**src/rtl/gate_pkg.sv**
```systemverilog
package gate_pkg;
  localparam int DEF_W   = 10;
  localparam int DEF_NPH = 3;

  // half-open window test on doubled positions
  function automatic logic in_win(input int pos2, input int lo, input int hi);
    return (pos2 >= lo) && (pos2 < hi);
  endfunction
endpackage

```
**src/rtl/period_timer.sv**
```systemverilog
module period_timer #(
  parameter int W   = gate_pkg::DEF_W,
  parameter int NPH = gate_pkg::DEF_NPH
) (
  input  logic           clk,
  input  logic           rst,
  input  logic [W-1:0]   period_in,
  input  logic [NPH*W-1:0] on_time_in,
  input  logic [W-1:0]   guard_in,
  output logic [W-1:0]   cnt_o,
  output logic [W-1:0]   ts_o,
  output logic [NPH*W-1:0] ton_o,
  output logic [W-1:0]   dt_o,
  output logic           live_o
);
  localparam int CW = W + 1;

  logic [W-1:0]     cnt_q, ts_q, dt_q;
  logic [NPH*W-1:0] ton_q;
  logic             live_q;
  logic [CW-1:0]    cnt_nx;
  logic             wrap;

  always_comb begin
    cnt_nx = {1'b0, cnt_q} + CW'(1);
    wrap   = !live_q || (cnt_nx >= {1'b0, ts_q});
  end

  always_ff @(posedge clk) begin
    if (rst) begin
      cnt_q  <= '0;
      ts_q   <= '0;
      dt_q   <= '0;
      ton_q  <= '0;
      live_q <= 1'b0;
    end else if (wrap) begin
      cnt_q  <= '0;
      ts_q   <= period_in;
      dt_q   <= guard_in;
      ton_q  <= on_time_in;
      live_q <= 1'b1;
    end else begin
      cnt_q  <= cnt_nx[W-1:0];
    end
  end

  assign cnt_o  = cnt_q;
  assign ts_o   = ts_q;
  assign ton_o  = ton_q;
  assign dt_o   = dt_q;
  assign live_o = live_q;


  cnt_range_chk: assert property (@(posedge clk) disable iff (rst)
    (live_q && ts_q != '0) |-> (cnt_q < ts_q));

  hold_mid_chk: assert property (@(posedge clk) disable iff (rst)
    (live_q && ({1'b0, cnt_q} + CW'(1) < {1'b0, ts_q})) |=>
      ($stable(ts_q) && $stable(ton_q) && $stable(dt_q)));

  first_load_chk: assert property (@(posedge clk) disable iff (rst)
    !live_q |=> (live_q && cnt_q == '0));
endmodule

```
**src/rtl/leg_driver.sv**
```systemverilog
module leg_driver #(
  parameter int W = gate_pkg::DEF_W
) (
  input  logic         clk,
  input  logic         rst,
  input  logic [W-1:0] cnt_i,
  input  logic [W-1:0] ts_i,
  input  logic [W-1:0] ton_i,
  input  logic [W-1:0] dt_i,
  input  logic         live_i,
  output logic         hi_o,
  output logic         lo_o
);
  import gate_pkg::*;

  int   pos2, t, n, g;
  logic hi_d, lo_d, hi_q, lo_q;

  always_comb begin
    pos2 = 2 * int'(cnt_i);
    t    = int'(ts_i);
    n    = int'(ton_i);
    g    = int'(dt_i);
    hi_d = live_i && (n != 0) && in_win(pos2, t - n, t + n);
    lo_d = live_i && ((n + g) < t) && !in_win(pos2, t - n - g, t + n + g);
  end

  always_ff @(posedge clk) begin
    if (rst) begin
      hi_q <= 1'b0;
      lo_q <= 1'b0;
    end else begin
      hi_q <= hi_d;
      lo_q <= lo_d;
    end
  end

  assign hi_o = hi_q;
  assign lo_o = lo_q;


  no_overlap_chk: assert property (@(posedge clk) disable iff (rst)
    !(hi_q && lo_q));

  upper_idle_chk: assert property (@(posedge clk) disable iff (rst)
    (ton_i == '0) |=> !hi_q);

  lower_block_chk: assert property (@(posedge clk) disable iff (rst)
    ((int'(ton_i) + int'(dt_i)) >= int'(ts_i)) |=> !lo_q);

  unarmed_off_chk: assert property (@(posedge clk) disable iff (rst)
    !live_i |=> (!hi_q && !lo_q));
endmodule

```
**src/rtl/gate_pair_top.sv**
```systemverilog
module gate_pair_top #(
  parameter int W   = gate_pkg::DEF_W,
  parameter int NPH = gate_pkg::DEF_NPH
) (
  input  logic             clk,
  input  logic             rst,
  input  logic [W-1:0]     period_in,
  input  logic [NPH*W-1:0] on_time_in,
  input  logic [W-1:0]     guard_in,
  output logic [NPH-1:0]   gate_hi,
  output logic [NPH-1:0]   gate_lo
);
  logic [W-1:0]     cnt, ts, dt;
  logic [NPH*W-1:0] ton;
  logic             live;

  period_timer #(.W(W), .NPH(NPH)) u_timer (
    .clk(clk), .rst(rst), .period_in(period_in), .on_time_in(on_time_in),
    .guard_in(guard_in), .cnt_o(cnt), .ts_o(ts), .ton_o(ton), .dt_o(dt),
    .live_o(live)
  );

  for (genvar k = 0; k < NPH; k++) begin : g_leg
    leg_driver #(.W(W)) u_leg (
      .clk(clk), .rst(rst), .cnt_i(cnt), .ts_i(ts), .ton_i(ton[k*W +: W]),
      .dt_i(dt), .live_i(live), .hi_o(gate_hi[k]), .lo_o(gate_lo[k])
    );
  end
endmodule

```
**config.mk**
```make
export PLATFORM = sky130hd
export DESIGN_NAME = gate_pair_top
export DESIGN_NICKNAME = d
export VERILOG_FILES = /design/src/rtl/gate_pkg.sv /design/src/rtl/period_timer.sv /design/src/rtl/leg_driver.sv /design/src/rtl/gate_pair_top.sv
export SDC_FILE = /design/constraint.sdc
export NUM_CORES = 1
export LEC_CHECK = 0
export BUFFER_PORTS_ARGS = -buffer_cell sky130_fd_sc_hd__buf_2
export CAP_MARGIN = 15
export CORE_UTILIZATION = 41
export CTS_BUF_LIST = sky130_fd_sc_hd__clkbuf_4
export DETAILED_ROUTE_END_ITERATION = 10
export HOLD_SLACK_MARGIN = 0.05
export PLACE_DENSITY_LB_ADDON = 0.2
export SYNTH_ARGS = -nofsm -noshare
export SYNTH_HDL_FRONTEND = slang
export SYNTH_SLANG_ARGS = --single-unit
export TNS_END_PERCENT = 1
```
**constraint.sdc**
```tcl
create_clock -name clk -period 6.37 [get_ports clk]
set_input_delay 1.911 -clock clk [delete_from_list [all_inputs] [get_ports clk]]
set_output_delay 1.911 -clock clk [all_outputs]
set_load 0.02 [all_outputs]
```
==> results of run 1 <==
worst max-delay path by stage:
stage                          from             endpoint  slack (ns)  cells after the start
finish              u_timer.ts_o[0]  g_leg[2].u_leg.lo_o        1.43                     18
global route        u_timer.ts_o[1]  g_leg[2].u_leg.lo_o        1.01                     19
CTS                 u_timer.ts_o[0]  g_leg[2].u_leg.lo_o        1.46                     18
detailed placement  u_timer.ts_o[0]  g_leg[2].u_leg.lo_o        1.42                     18
global placement    u_timer.ts_o[0]  g_leg[2].u_leg.lo_o        1.52                     18
floorplan           u_timer.ts_o[0]  g_leg[2].u_leg.lo_o        1.85                     18
flip-flops by register name, summed over array words and instances, names as in the netlist:
name	count
g_leg.u_leg.lo_o	3
u_timer.cnt_o	10
u_timer.dt_o	10
u_timer.ts_o	10
u_timer.ton_o	30
g_leg.u_leg.hi_o	3
u_timer.live_o	1
metal layers:
metal | up-vias | GRT usage, % | part of all wire [%]
li1 | 5512 | - | -
met4 | 0 | 7.899 | 3.0
met2 | 252 | 39.48 | 44
met3 | 50 | 2.285 | 4.9
met5 | - | 0 | 0
met1 | 5121 | 33.14 | 48
cell families after synthesis:
group / share of synthesized area [%]
buffers and inverters: 5.817
adders and majority gates: 35.29
and+or+nand+nor: 15.72
muxes: 4.474
DFF: 10.90
xor gates and xnor gates: 8.257
AOI/OAI and AO/OA: 19.54
critical path: cells and delay by family, from the launching register on:
family / cells / cell delay, ns
adder cells (fa/ha/maj): 4 / 1.21
flip-flops: 1 / 0.43
AND/OR/NAND/NOR: 4 / 1.14
AO/OA/AOI/OAI: 7 / 1.68
buffers and inverters: 2 / 0.21
XOR/XNOR: 1 / 0.20
cell usage after synthesis (all sizes together) (9+ instances only):
| cell | count |
|---|---|
| nand3 | 31 |
| a21o | 36 |
| nand2 | 47 |
| dfxtp | 67 |
| nand2b | 24 |
| nand4 | 12 |
| o2111ai | 11 |
| nor2 | 134 |
| o41ai | 9 |
| mux2i | 55 |
| nor4 | 10 |
| nor3 | 28 |
| a21oi | 109 |
| fa | 15 |
| xor2 | 59 |
| inv | 147 |
| buf | 15 |
| nor3b | 10 |
| a31oi | 10 |
| xnor2 | 57 |
| o31ai | 9 |
| o21ai | 54 |
| a2111oi | 9 |
| and3 | 10 |
| o21a | 20 |
| ha | 323 |
| clkbuf | 15 |
| a211oi | 12 |
| nor2b | 41 |
| o21bai | 14 |
cell type report:
| class | count | area share, % |
|---|---|---|
| multi-input combinational | 1245 | 77.59 |
| sequential | 67 | 10.15 |
| inverter | 147 | 4.175 |
| tap | 390 | 3.692 |
| timing repair buffer | 76 | 3.237 |
| clock buffer | 10 | 0.5680 |
| clock inverter | 6 | 0.5680 |
| antenna | 1 | 0.01893 |
where the power goes:
| group | total, mW | leakage [nW] | switching (mW) | internal (mW) |
|---|---|---|---|---|
| logic | 2.23 | 6.03 | 1.25 | 0.978 |
| registers | 0.529 | 0.552 | 0.0770 | 0.452 |
| clock network | 0.329 | 0.0787 | 0.200 | 0.128 |
==> impl_metrics.toml, run 1 <==
[clocking]
clkLatencyLatePin_ns = 0.50
clockBufferDepth = 2
cts_resized = 0
clkTransAtPathRegs_ns = 0.16
cts.htree.levels = 3
cts_sinks = 67
cts_made_buffers = 9
cts_hold_buf = 0
cts_root_buf = "clkbuf_4"
cts_setup_buffers = 0
cts_tree = "yes"

[global_routing]
antenna_found_initial = 1
grt_pass1_vias = 10360
grt_pass1_wl_um = 57040
gr-total-overflow = 0
grt_max_degree = 62
track_usage_pct = 24.15

[logic_synthesis]
synth_top_area_share_pct = 32.85
synthesis.area_um2 = 12300
synth_edf_count = 0
synth.avg_cell_area_um2 = 8.263
synth_area_leaders = "ha_1 33%, dfxtp_1 11%, mux2i_1 4.5%"
synth_cell_types = 75
seq_area_frac_synth_pct = 10.90
synth_flop_cell = "dfxtp_1"
ys_warn_count = 0
syn_nets = 1879
syn-instance-count = 1489
ys_ff_latch = 67
async_reset_ff_share_pct = 0
synth.largest_area_cell = "ha_1"

[timing]
slew_violations = 0
grt_setup_unrepaired = "false"
setup_tns_ns = 0
fin_hold_ws_ns = 0.5175
max-slew-margin-rel_pct = 26.11
period_share_pct = 77.54
fmax_ghz = 0.2025
setup_viol = 0
fin_crit_ns = 4.939
worst_pin_slew_ns = 1.108
hold_viol = 0
clock_skew_ns = 0.04339
postLayoutSetupSlackWorst_ns = 1.431

[routing]
drtIter0Drc = 587
vias = 10940
avgRoutedWirePerCell_um = 18.94
ant_nets = 0
drt_pass1_iterations = 4
drt-total-wl_um = 36780
vias_per_cell = 5.631
post-route-drc-count = 0

[worst_setup_path]
rrSetupSlack_ns = 1.43
r2r_start = "u_timer.ts_o[0]"
reg2regPathDepth = 18
cp-start-kind = "flop"
cp.required_ns = 6.75
r2r_end = "g_leg[2].u_leg.lo_o"
critPathMaxFanout = 9
arrival_ns = 5.32
critical_path.cell_chain = "inv_1 > ha_1 > inv_1 > fa_1 > a21oi_2 > nor2b_1 > a311o_2 > o31ai_4 > xnor2_1 > ha_1 > a21o_1 > a21oi_1 > nand3_1 > ha_1 > or4b_2 > nor4_1 > a41o_1 > a211oi_2"
critPathMaxStageDelay_ns = 0.66
setup.worst_path.end_class = "flop"
critPathKind = "reg -> reg"
cpMostUsedCell = "ha_1"
worst_path_max_delay_cell = "or4b_2"

[min_path]
holdPathEnd = "u_timer.dt_o[1]"
whs_path_depth = 2
hp-start = "u_timer.dt_o[1]"
hp-class = "reg -> reg"

[layout]
final-seq-area_um2 = 1341
final_cells = 1942
nets = 1936
area_growth_pct = 7.423
fin_area_um2 = 13220
fillers = 3020
drive_gt1_share_pct = 7.221
multi_input_area_um2 = 10260
final_core_util_pct = 44.72
layout_common_cells = "323 x ha_1, 144 x inv_1, 134 x nor2_1"
final_common_cell = "ha_1"

[flow_run]
drv_cap = 0

[place]
pre_cts_ws_ns = 1.419
place_area_um2 = 13070
portBuffers = 57
place_inst = 1925
gp_congestion = 0.8859
post-dp-hpwl_um = 29140

[power_and_ir_drop]
peakVddDrop_mv = 0.1213
power.density_nw_per_um2 = 233.5
leakage_nw = 6.657
total_power_mw = 3.087

[floorplanning]
die-area_um2 = 30710
rows = 63
io_pins = 58
die_y_um = 175.2
start_util_pct = 41.63
die_x_um = 175.2
core_um2 = 29560

[outcome]
status = "completed"
Note: power is estimated with default switching activity, not from simulation.
==> inputs of run 2 (changes only) <==
Clock period 6.37 ns to 4.82 ns, I/O delays scaled along.
==> run 2 against run 1 <==
Against the previous run:
- sequential cell count unchanged
- routed wire length up 2.7%
- fmax up 7.9%
- cell count is 2.2% higher
- highest routed layer unchanged
- sequential power grew 25%
- clock skew fell by 0.0073 ns
- register-to-register slack lost 1.2 ns
- combinational power increased by 41%
- core utilization up 1.5 points
==> impl_metrics.toml, run 2 (synthesis gave the netlist of run 1 again) <==
[power_and_ir_drop]
total_power_mw = 4.350
p_sw_share_pct = 48.58
peakVddDrop_mv = 0.1662
power.density_nw_per_um2 = 318.2
p_comb_share_pct = 72.4
clkPwrFrac_pct = 12.4
internal_power_mw = 2.237
switching_power_mw = 2.113
seqPwrFrac_pct = 15.1
leakage_nw = 6.918

[routing]
vias_per_cell = 5.539
avgRoutedWirePerCell_um = 19.05
post-route-drc-count = 0
drtIter0Drc = 711
drt_pass1_iterations = 5
vias = 10990
ant_nets = 0
drt-total-wl_um = 37790

[worst_setup_path]
cp.required_ns = 5.20
critPathMaxFanout = 6
arrival_ns = 4.96
setup.worst_path.end_class = "flop"
rrSetupSlack_ns = 0.24
r2r_start = "u_timer.ts_o[0]"
critPathKind = "reg -> reg"
critPathLaunch = "u_timer.ts_o[0]"
cp-start-kind = "flop"

[global_routing]
grt_pass1_vias = 10310
grt_max_degree = 61
antenna_found_initial = 1
track_usage_pct = 24.79
gr-total-overflow = 0
grt_pass1_wl_um = 57950

[clocking]
cts_tree = "yes"
cts_root_buf = "clkbuf_4"
clockBufferDepth = 2
clkTransAtPathRegs_ns = 0.16
clkLatencyLatePin_ns = 0.49
cts_made_buffers = 9
cts_sinks = 67
cts.htree.levels = 3

[layout]
final_cells = 1984
area_growth_pct = 11.10
nets = 1977
drive_gt1_share_pct = 10.80
fin_area_um2 = 13670
final_core_util_pct = 46.25
layout_common_cells = "323 x ha_1, 143 x inv_1, 134 x nor2_1"
largest_reg_flops = 30
final_common_cell = "ha_1"

[floorplanning]
start_util_pct = 41.63
rows = 63
io_pins = 58
core_um2 = 29560
die_x_um = 175.2
die-area_um2 = 30710
die_y_um = 175.2

[place]
portBuffers = 57
gp_congestion = 0.9006
post-dp-hpwl_um = 30100
pre_cts_ws_ns = -0.08770
place_area_um2 = 13360
place_inst = 1962

[min_path]
hp-class = "reg -> reg"
hp-start = "u_timer.ton_o[10]"

[timing]
slew_violations = 0
postLayoutSetupSlackWorst_ns = 0.2432
fin_crit_ns = 4.577
max-slew-margin-rel_pct = 47.12
fmax_ghz = 0.2185
worst_pin_slew_ns = 0.7921
fin_hold_ws_ns = 0.5728
grt_setup_unrepaired = "true"
clock_skew_ns = 0.03609
setup_viol = 0
setup_tns_ns = 0
period_share_pct = 94.95
hold_viol = 0

[flow_run]
drv_cap = 0

[outcome]
status = "completed"
## run 2: repair_timing
item / CTS / global route
gates cloned: 0 / 0
setup endpoints to repair: 1 / 3
pin swaps: 0 / 8
resized for setup: 1 / 20
hold endpoints to repair: 0 / 0
setup buffers: 0 / 4
hold buffers: 0 / 0
## run 2: cell type report
cell class / count / area (µm²)
multi-input cells: 1245 / 10340
well taps: 390 / 488.0
clock buffers: 9 / 67.56
inverters: 147 / 551.8
flip-flops and latches: 67 / 1345
fillers: 2938 / 15890
repair buffers: 117 / 748.2
clock inverters: 7 / 123.9
diodes: 2 / 5.005
## run 2: power groups by stage
stage	clock [mW]	sequential (mW)	combinational, mW
after floorplan	0	0.667	2.32
after global placement	0	0.670	2.96
after detailed placement	0	0.670	3.03
after CTS	0.551	0.657	3.06
after global routing	0.569	0.663	3.56
final	0.541	0.659	3.15
## run 2: path summary, 6_finish.rpt
kind	endpoint	depth (start not counted)
min reg2reg	u_timer.ton_o[10]	2
max reg2reg	g_leg[2].u_leg.lo_o	18
min	u_timer.ton_o[10]	2
max	g_leg[2].u_leg.lo_o	18
## run 2: critical path: stages, from the launching register on
cell      delay (ns)
dfxtp_1         0.34
inv_2           0.09
ha_1            0.18
inv_1           0.06
fa_1            0.41
a21oi_2         0.14
nor2b_1         0.06
a311o_2         0.43
o31ai_4         0.34
xnor2_2         0.12
ha_1            0.35
a21o_1          0.23
a21oi_4         0.22
nand3_1         0.11
ha_1            0.29
or4b_2          0.69
nor4_2          0.18
a41o_1          0.22
a211oi_2        0.06
## run 2: per-layer routing
metal	vias up	part of all wire, %	track usage, %
met5	-	0	0
met4	0	2.8	8.768
met3	45	4.6	2.415
met2	271	43	38.18
met1	5092	50	35.62
li1	5581	-	-
